`src/rtl/bytemover_dma.sv`:
```
module bytemover_dma #(
  parameter int AW = 8,
  parameter int DW = 8,
  parameter int CW = 8
) (
  input  logic          clk,
  input  logic          rst_n,
  input  logic [AW-1:0] cfg_addr,
  input  logic [CW-1:0] cfg_count,
  input  logic          cfg_to_dev,
  input  logic          cfg_burst,
  input  logic          cfg_start,
  output logic          bus_req,
  input  logic          bus_grant,
  input  logic          dev_req,
  output logic          dev_ack,
  output logic [AW-1:0] mem_addr,
  output logic          mem_rd,
  output logic          mem_wr,
  output logic [DW-1:0] mem_wdata,
  input  logic [DW-1:0] mem_rdata,
  output logic          dev_rd,
  output logic          dev_wr,
  output logic [DW-1:0] dev_wdata,
  input  logic [DW-1:0] dev_rdata,
  output logic          busy,
  output logic          done,
  output logic          irq
);
  localparam logic [1:0] S_IDLE = 2'd0, S_ARMED = 2'd1, S_ASK = 2'd2, S_OWN = 2'd3;

  logic [1:0]    st;
  logic [AW-1:0] addr;
  logic [CW-1:0] left;
  logic          to_dev, burst, req_q, pend;

  wire rise = dev_req & ~req_q;
  wire move = (st == S_OWN) & bus_grant & (~burst | dev_req);

  assign bus_req   = st[1];
  assign busy      = st != S_IDLE;
  assign dev_ack   = move;
  assign mem_addr  = addr;
  assign mem_rd    = move & to_dev;
  assign dev_wr    = move & to_dev;
  assign dev_rd    = move & ~to_dev;
  assign mem_wr    = move & ~to_dev;
  assign mem_wdata = dev_rdata;
  assign dev_wdata = mem_rdata;

  always_ff @(posedge clk) begin
    if (!rst_n) begin
      st     <= S_IDLE;
      addr   <= '0;
      left   <= '0;
      to_dev <= 1'b0;
      burst  <= 1'b0;
      req_q  <= 1'b0;
      pend   <= 1'b0;
      done   <= 1'b0;
      irq    <= 1'b0;
    end else begin
      req_q <= dev_req;
      irq   <= 1'b0;
      pend  <= rise | (pend & ~(move & ~burst));
      case (st)
        S_IDLE: begin
          pend <= 1'b0;
          if (cfg_start && cfg_count != '0) begin
            addr   <= cfg_addr;
            left   <= cfg_count;
            to_dev <= cfg_to_dev;
            burst  <= cfg_burst;
            done   <= 1'b0;
            st     <= S_ARMED;
          end
        end
        S_ARMED: if (burst ? dev_req : (pend | rise)) st <= S_ASK;
        S_ASK:   if (bus_grant) st <= S_OWN;
        default: begin
          if (move) begin
            addr <= addr + 1'b1;
            left <= left - 1'b1;
            if (left == CW'(1)) begin
              st   <= S_IDLE;
              done <= 1'b1;
              irq  <= 1'b1;
            end else if (!burst) begin
              st <= S_ARMED;
            end
          end else if (burst && !dev_req) begin
            st <= S_ARMED;
          end
        end
      endcase
    end
  end
endmodule


```
`config.mk`:
```
export PLATFORM = sky130hd
export DESIGN_NAME = bytemover_dma
export DESIGN_NICKNAME = d
export VERILOG_FILES = /design/src/rtl/bytemover_dma.sv
export SDC_FILE = /design/constraint.sdc
export NUM_CORES = 1
export LEC_CHECK = 0
export CORE_ASPECT_RATIO = 0.7
export CORE_MARGIN = 3
export CORE_UTILIZATION = 39
export DETAILED_ROUTE_END_ITERATION = 6
export GPL_TIMING_DRIVEN = 0
export PLACE_DENSITY_LB_ADDON = 0.08
export RECOVER_POWER = 50
export SYNTH_ARGS = -nofsm -noshare
export SYNTH_HDL_FRONTEND = slang
export SYNTH_SLANG_ARGS = --single-unit
```
`constraint.sdc`:
```
create_clock -name clk -period 4.7 [get_ports clk]
set_input_delay 0.94 -clock clk [delete_from_list [all_inputs] [get_ports clk]]
set_output_delay 0.94 -clock clk [all_outputs]
set_load 0.01 [all_outputs]
```
# ---- Word level (Yosys, flattened, before mapping)
# Cells that the tools add are included.
dict set report classes {
  n_addsub 2
  n_eq_ne 8
  n_mux 20
  reduce_logical 16
  n_bitwise 17
}
# cell count
set ops {}
lappend ops {{$mux 8} 4}
lappend ops {{$pmux 8 s2} 2}
lappend ops {{$mux 2} 7}
lappend ops {{$add 8x1->8 const B} 1}
lappend ops {{$eq 8x1->1 const B} 1}
lappend ops {{$reduce_bool 8->1} 1}
lappend ops {{$sub 8x1->8 const B} 1}
lappend ops {{$and 1x1->1} 7}
lappend ops {{$not 1->1} 7}
lappend ops {{$ne 2x2->1 const B} 3}
lappend ops {{$ne 6x2->1 const B} 1}
lappend ops {{$pmux 2 s3} 1}
lappend ops {{$reduce_bool 2->1} 3}
lappend ops {{$mux 1} 5}
lappend ops {{$reduce_and 5->1} 1}
lappend ops {{$reduce_bool 5->1} 1}
lappend ops {{$reduce_or 5->1} 1}
lappend ops {{$eq 2x2->1 const B} 2}
lappend ops {{$reduce_and 4->1} 1}
lappend ops {{$reduce_or 2->1} 2}
lappend ops {{$or 1x1->1} 3}
lappend ops {{$reduce_and 3->1} 1}
lappend ops {{$eq 2x1->1 const B} 1}
lappend ops {{$logic_and 1x1->1} 2}
lappend ops {{4 further kinds} 4}
dict set report word_totals {
  output_inout_bits 33
  reg_bits 24
  word_cells 72
  input_bits 39
}

# ---- Depth between registers and ports, before layout
# Gate-level depths: netlist (run 1).
dict set report depth {
  word_depth 7
  mapped_depth 9
  ltp_nobuf 7
}

# ---- Worst setup path after synthesis (run 1)
# OpenSTA, ideal clock, no wires.
dict set report synth_path {
  path_type {input to output}
  from {input bus_grant}
  to {output mem_rd}
  path_buffers 1
  slack_ps 2077
  t_required_ps 3760
  t_arrival_ps 1683
  path_stages 4
  cell_sequence {nand2_1 nor2_1 and2_1 buf_4}
}
dict set report synth_between {
  elab_chain_len 3
}
# item line
set synth_lines {}
lappend synth_lines {{from (decl)} 14} ;# input logic bus_grant,
lappend synth_lines {{$and 1x1->1 (2 in series)} 38} ;# wire move = (st == S_OWN) & bus_grant & (~burst | dev_req);
lappend synth_lines {{net dev_ack} 16} ;# output logic dev_ack,
lappend synth_lines {{$and 1x1->1} n/a}
lappend synth_lines {{to (decl)} 18} ;# output logic mem_rd,
# The timed path passes the listed nets, and every way through them passes these cells.

# ---- Final worst setup path (run 1)
dict set report layout_path {
  from {input dev_req}
  to {output mem_rd}
}
dict set report layout_between {
  elab_chain_len 3
}
# item line
set layout_lines {}
lappend layout_lines {{from (decl)} 15} ;# input logic dev_req,
lappend layout_lines {{$or 1x1->1} 38}
lappend layout_lines {{$and 1x1->1} 38}
lappend layout_lines {{$and 1x1->1} 44} ;# assign mem_rd = move & to_dev;
# Every way passes these cells.

==> metrics, run 1 <==
Final setup viols=0; grt ovf=0; FF-to-FF Start=st[1]; final worst setup slack=0.9449 ns; Simple-Gate Fraction of Synth Area=23.02%; num ports=72; main combinational cell family by area after synthesis=compound AO/OA/AOI/OAI gates; GRT Resource Usage Total=18.03%; Synth area leaders=dfxtp_1, buf_4, nand2_1; Synth area leader=dfxtp_1; worst hold path type=register to register; top_reg_cell synth=dfxtp_1; Final Hold Viols=0; FMAX=266.3 MHz; Worst Path Arrival=2.82 ns; Critical Path RT=3.76 ns; CTS tree=done; fin area=2411 sq um; max cap viols=0; Place WS=1.059 ns; Mapped Area=1755 sq um; Die Y=62.13 um; initial antenna violation count=0; Antenna Nets Post-Route=0; complex-gate fraction of the synthesized area=25.30%; DIE AREA=5355 sq um; Port Buf Inserts=54; Synth Register Bits=24; drt drc=0; total wire length=4885 um; Clk Latency, worst-skew pair=0.28 ns; initial core utilization=42.68%; maximum clock path buffer count=2; minimum setup slack among reg-to-reg paths=2.43 ns; endpoint of the worst hold path=left[6]; Worst R2R Path Depth=8; number of synthesized flops with an enable pin=0; mux contribution to synthesized area=2.851%; P&R area growth vs syn=37.35%; period utilisation layout=79.89%; total core area=4113 sq um; Power Density=545.0 nW/um^2; setup tns final=0 ns; drt first-iter violations=107; largest net degree at the start of global routing=15; layout cells sized above 1=17.78%; Hold Path Cell Cnt=1; Via Count=1727; average size of a mapped cell=8.280 sq um; Adder-Cell Fraction of Synth Area=5.702%; root buf cell=clkbuf_8; Antenna diodes=0; VDD IR-drop max=0.0002208 V; post-CTS sizing=0; unrepaired setup endpoints after global routing=no; # hold bufs at CTS=0; DP Area=2361 sq um; critical path peak fanout=5; post-layout min period=3.755 ns; Slew HR=50.66%; Worst setup EP type=primary output; htree depth=1; vias per inst=5.363; Die X=86.19 um; drt wl/cell=15.17 um; Setup Skew=0.007030 ns; status=finished clean; Post-Synthesis Cells=212; Final HPWL DP=3695 um; Synth Area in XOR/XNOR=0%; first-pass GRT wire length=7997 um; Worst-path clk slew=0.09 ns; WS Path Type=input port to primary output; Yosys cell types=50; Core Util, Final=58.62%; GPL Wtd Cong=0.8514; list of most frequent post-synthesis cells=nand2_1, dfxtp_1, buf_4, nor2_1, nand3_1; critical hold path startpoint=left[6]; worst r2r dst=left[7]; CTS buffer count=3; count leader, synth=nand2_1; YS warnings=0; ys async rst share=0%; sequential-to-total area share from yosys stat=27.37%; Sink Count=24; Pre-antenna DRT Iters=4; # rows=19; leakage power=1.035 nW; worst slew pin tran=0.7368 ns; Post-CTS Setup Inserts=0; top-area cell type share of the netlist area=27.37%; fin nets=318; Synth Net Count=259; crit start category=input port; vias in the first global route=1641; Slew Limit Fails=0
[report_power, final]
part / internal, mW / leakage (nW) / switching [mW]
combinational: 0.344 / 0.803 / 0.438
clock: 0.114 / 0.0357 / 0.0753
sequential: 0.268 / 0.196 / 0.0738
total: 0.727 / 1.04 / 0.587
[state kept, by name, summed over array words and instances, names as in the netlist]
name,flops
irq,1
pend,1
left,8
done,1
burst,1
mem_addr,8
req_q,1
st,2
to_dev,1
[final cells by class]
type / count / area, sq um
plain buffers: 30 / 245.2
clock buffers: 3 / 41.29
clock inverters: 1 / 30.03
fillers: 409 / 1702
inverters: 8 / 30.03
multi-input cells: 150 / 978.4
flip-flops and latches: 24 / 480.5
well taps: 52 / 65.06
repair buffers: 54 / 540.5
[layout by cell type (no fill, tap or decap), types with 3 or more instances in the layout]
cell type | Yosys | routed
nand3_1 | 10 | 10
mux2i_1 | 5 | 5
a21oi_1 | 6 | 6
o31ai_1 | 4 | 4
o21ai_0 | 8 | 8
ha_1 | 8 | 8
and3_1 | 3 | 3
clkbuf_8 | 4 | 7
clkbuf_1 | 1 | 3
nor3_1 | 6 | 6
clkdlybuf4s50_1 | 0 | 32
o41ai_1 | 4 | 4
o21ai_2 | 3 | 3
and2_1 | 3 | 3
inv_1 | 8 | 8
buf_6 | 3 | 3
o211ai_1 | 5 | 6
nor2b_1 | 3 | 4
dlygate4sd3_1 | 0 | 22
buf_4 | 18 | 18
a21oi_2 | 5 | 5
nand2_1 | 30 | 30
a31o_1 | 4 | 4
dfxtp_1 | 24 | 24
nor2_1 | 12 | 12
[how the worst max path moves through the flow]
stage,start,end,slack [ns]
3_3_place_gp,bus_grant,mem_rd,1.05
6_report,dev_req,mem_rd,0.94
4_1_cts,bus_grant,mem_rd,1.06
5_1_grt,dev_req,mem_rd,0.85
3_5_place_dp,bus_grant,mem_rd,1.06
2_1_floorplan,bus_grant,mem_rd,2.08
[metrics by stage]
stage	hold WS, ns	power (mW)	std cells
after floorplan	0.4403	0.8898	212
after global placement	0.4541	1.132	318
after detailed placement	0.4585	1.143	318
after CTS	0.4797	1.332	322
after global routing	0.5122	1.407	322
final	0.4748	1.314	322
[metal layers]
layer / share of wire, % / track usage (%) / vias to the layer above / wire length, um
met1: 48 / 27.26 / 768 / 2354
met3: 12 / 5.284 / 0 / 575
met5: 0 / 0 / - / 0
li1: - / - / 862 / -
met4: 0 / 1.751 / 0 / 0
met2: 40 / 25.96 / 97 / 1955
[critical path: stages]
cell	delay (ns)
dlygate4sd3_1	0.58
nor2b_1	0.31
nor2_1	0.19
and2_1	0.20
buf_4	0.12
clkdlybuf4s50_1	0.46
[kinds of logic after synthesis]
logic type | after synthesis
adders and majority gates | 8
muxes | 5
and+or+nand+nor | 80
buffers and inverters | 38
DFF | 24
AOI/OAI and AO/OA | 57
No activity file was read; power rests on OpenSTA's default activity.
==> run 2, diff against run 1 <==
==> constraint.sdc (replaced) <==
create_clock -name clk -period 3.5 [get_ports clk]
set_input_delay 0.7 -clock clk [delete_from_list [all_inputs] [get_ports clk]]
set_output_delay 0.7 -clock clk [all_outputs]
set_load 0.01 [all_outputs]
==> metrics, run 2 (synthesis gave the netlist of run 1 again) <==
Antenna Nets Post-Route=0; Post-CTS Setup Inserts=0; largest net degree at the start of global routing=15; first-pass GRT wire length=7997 um; critical hold path startpoint=left[6]; worst r2r dst=left[6]; P&R area growth vs syn=38.56%; fillcell total=406; most frequent CP cell=inv_1; DP Area=2361 sq um; num ports=72; Worst R2R Path Depth=7; drt first-iter violations=114; wire length on met2=1908 um; max cap viols=0; wire length on met1=2423 um; Via Count=1750; Max Used Layer=met4; Final setup viols=0; cells traversed along the worst timing path=inv_1, ha_1, buf_2, inv_1, clkbuf_1, clkdlybuf4s50_1; Worst-path clk slew=0.09 ns; initial core utilization=42.68%; Setup Skew=0.002740 ns; Clk Latency, worst-skew pair=0.27 ns; GRT Resource Usage Total=18.03%; WS Path Type=register to primary output; vias per inst=5.435; total power=1.777 mW; root buf cell=clkbuf_8; delay of the slowest cell on the worst path=0.64 ns; drt wl/cell=15.19 um; unrepaired setup endpoints after global routing=no; grt ovf=0; Antenna diodes=0; # hold bufs at CTS=0; commonest cells after routing, fill and taps aside=nand2_1, clkdlybuf4s50_1, dlygate4sd3_1, dfxtp_1, buf_4; status=finished clean; total core area=4113 sq um; minimum setup slack among reg-to-reg paths=1.28 ns; # rows=19; Sink Count=24; setup tns final=0 ns; Die Y=62.13 um; worst hold path type=register to register; total wire length=4890 um; slowest cell on the critical path=clkdlybuf4s50_1; DR WL met3=528 um; crit start category=register; CTS buffer count=3; Port Buf Inserts=54; CTS tree=done; Hold Path Cell Cnt=1; endpoint of the worst hold path=left[6]; FMAX=306.5 MHz; fin nets=318; post-layout min period=3.263 ns; Slew Limit Fails=0; Worst Path Arrival=2.56 ns; maximum clock path buffer count=2; drt drc=0; layout cells sized above 1=19.26%; Pre-antenna DRT Iters=6; worst slew pin tran=0.5120 ns; fin area=2432 sq um; DIE AREA=5355 sq um; total area of sequential cells=480.5 sq um; Final HPWL DP=3695 um; worst hold margin=0.4750 ns; critical path peak fanout=10; Slew HR=65.86%; VDD IR-drop max=0.0002964 V; vias in the first global route=1641; Die X=86.19 um; period utilisation layout=93.23%; leakage power=1.044 nW; Power Density=730.5 nW/um^2; Critical Path RT=2.80 ns; post-CTS sizing=0; Final Hold Viols=0; FF-to-FF Start=st[1]; most common cell after layout, fill and taps aside=nand2_1; Worst setup EP type=primary output; initial antenna violation count=0; multi-input logic area=998.5 sq um; htree depth=1; GPL Wtd Cong=0.8514
-- run 2: cell count changes in the layout (fill, tap and decap cells not counted) --
| cell | before | now |
|---|---|---|
| o211ai_4 | 0 | 1 |
| or4_1 | 2 | 1 |
| buf_2 | 2 | 3 |
| nor2b_2 | 0 | 1 |
| clkdlybuf4s50_1 | 32 | 27 |
| dlygate4sd3_1 | 22 | 27 |
| or4_4 | 2 | 3 |
| clkbuf_1 | 3 | 2 |
| nor2b_1 | 4 | 3 |
| o211ai_1 | 6 | 5 |
-- run 2: layout make-up --
| class | count | area share, % |
|---|---|---|
| Inverter | 8 | 1.235 |
| Tap cell | 52 | 2.675 |
| Multi-Input combinational cell | 150 | 41.05 |
| Clock buffer | 3 | 1.698 |
| Sequential cell | 24 | 19.75 |
| Clock inverter | 1 | 1.235 |
| Buffer | 30 | 10.13 |
| Timing Repair Buffer | 54 | 22.22 |
-- run 2: through the flow --
stage | util, % | instances | setup slack, ns
after floorplan | - | 212 | 1.357
after global placement | 57.41 | 318 | 0.3254
after detailed placement | 57.41 | 318 | 0.3387
after CTS | 59.14 | 322 | 0.2408
after global routing | 59.14 | 322 | 0.09571
final | 59.14 | 322 | 0.2368
-- run 2: worst max-delay path by stage --
stage | start | end | slack [ns]
2_1_floorplan | bus_grant | mem_rd | 1.36
3_3_place_gp | bus_grant | mem_rd | 0.33
3_5_place_dp | bus_grant | mem_rd | 0.34
4_1_cts | st[1] | busy | 0.24
5_1_grt | st[1] | busy | 0.1
6_report | st[1] | busy | 0.24
-- run 2: worst max-delay path, delay by kind of cell (launching register included) --
| kind | cells | cell delay, ns |
|---|---|---|
| buffers and inverters | 5 | 1.59 |
| adder cells (fa/ha/maj) | 1 | 0.27 |
| flip-flops | 1 | 0.43 |
-- run 2: report_power, final --
group | internal (mW) | switching [mW] | total (mW)
clock network | 0.153 | 0.0993 | 0.252
registers | 0.360 | 0.100 | 0.461
logic | 0.470 | 0.594 | 1.06
-- run 2: routing by layer --
metal | global-route usage, % | vias to the layer above
met5 | 0 | -
met4 | 1.751 | 0
met3 | 5.284 | 8
met2 | 25.96 | 99
met1 | 27.26 | 777
li1 | - | 866
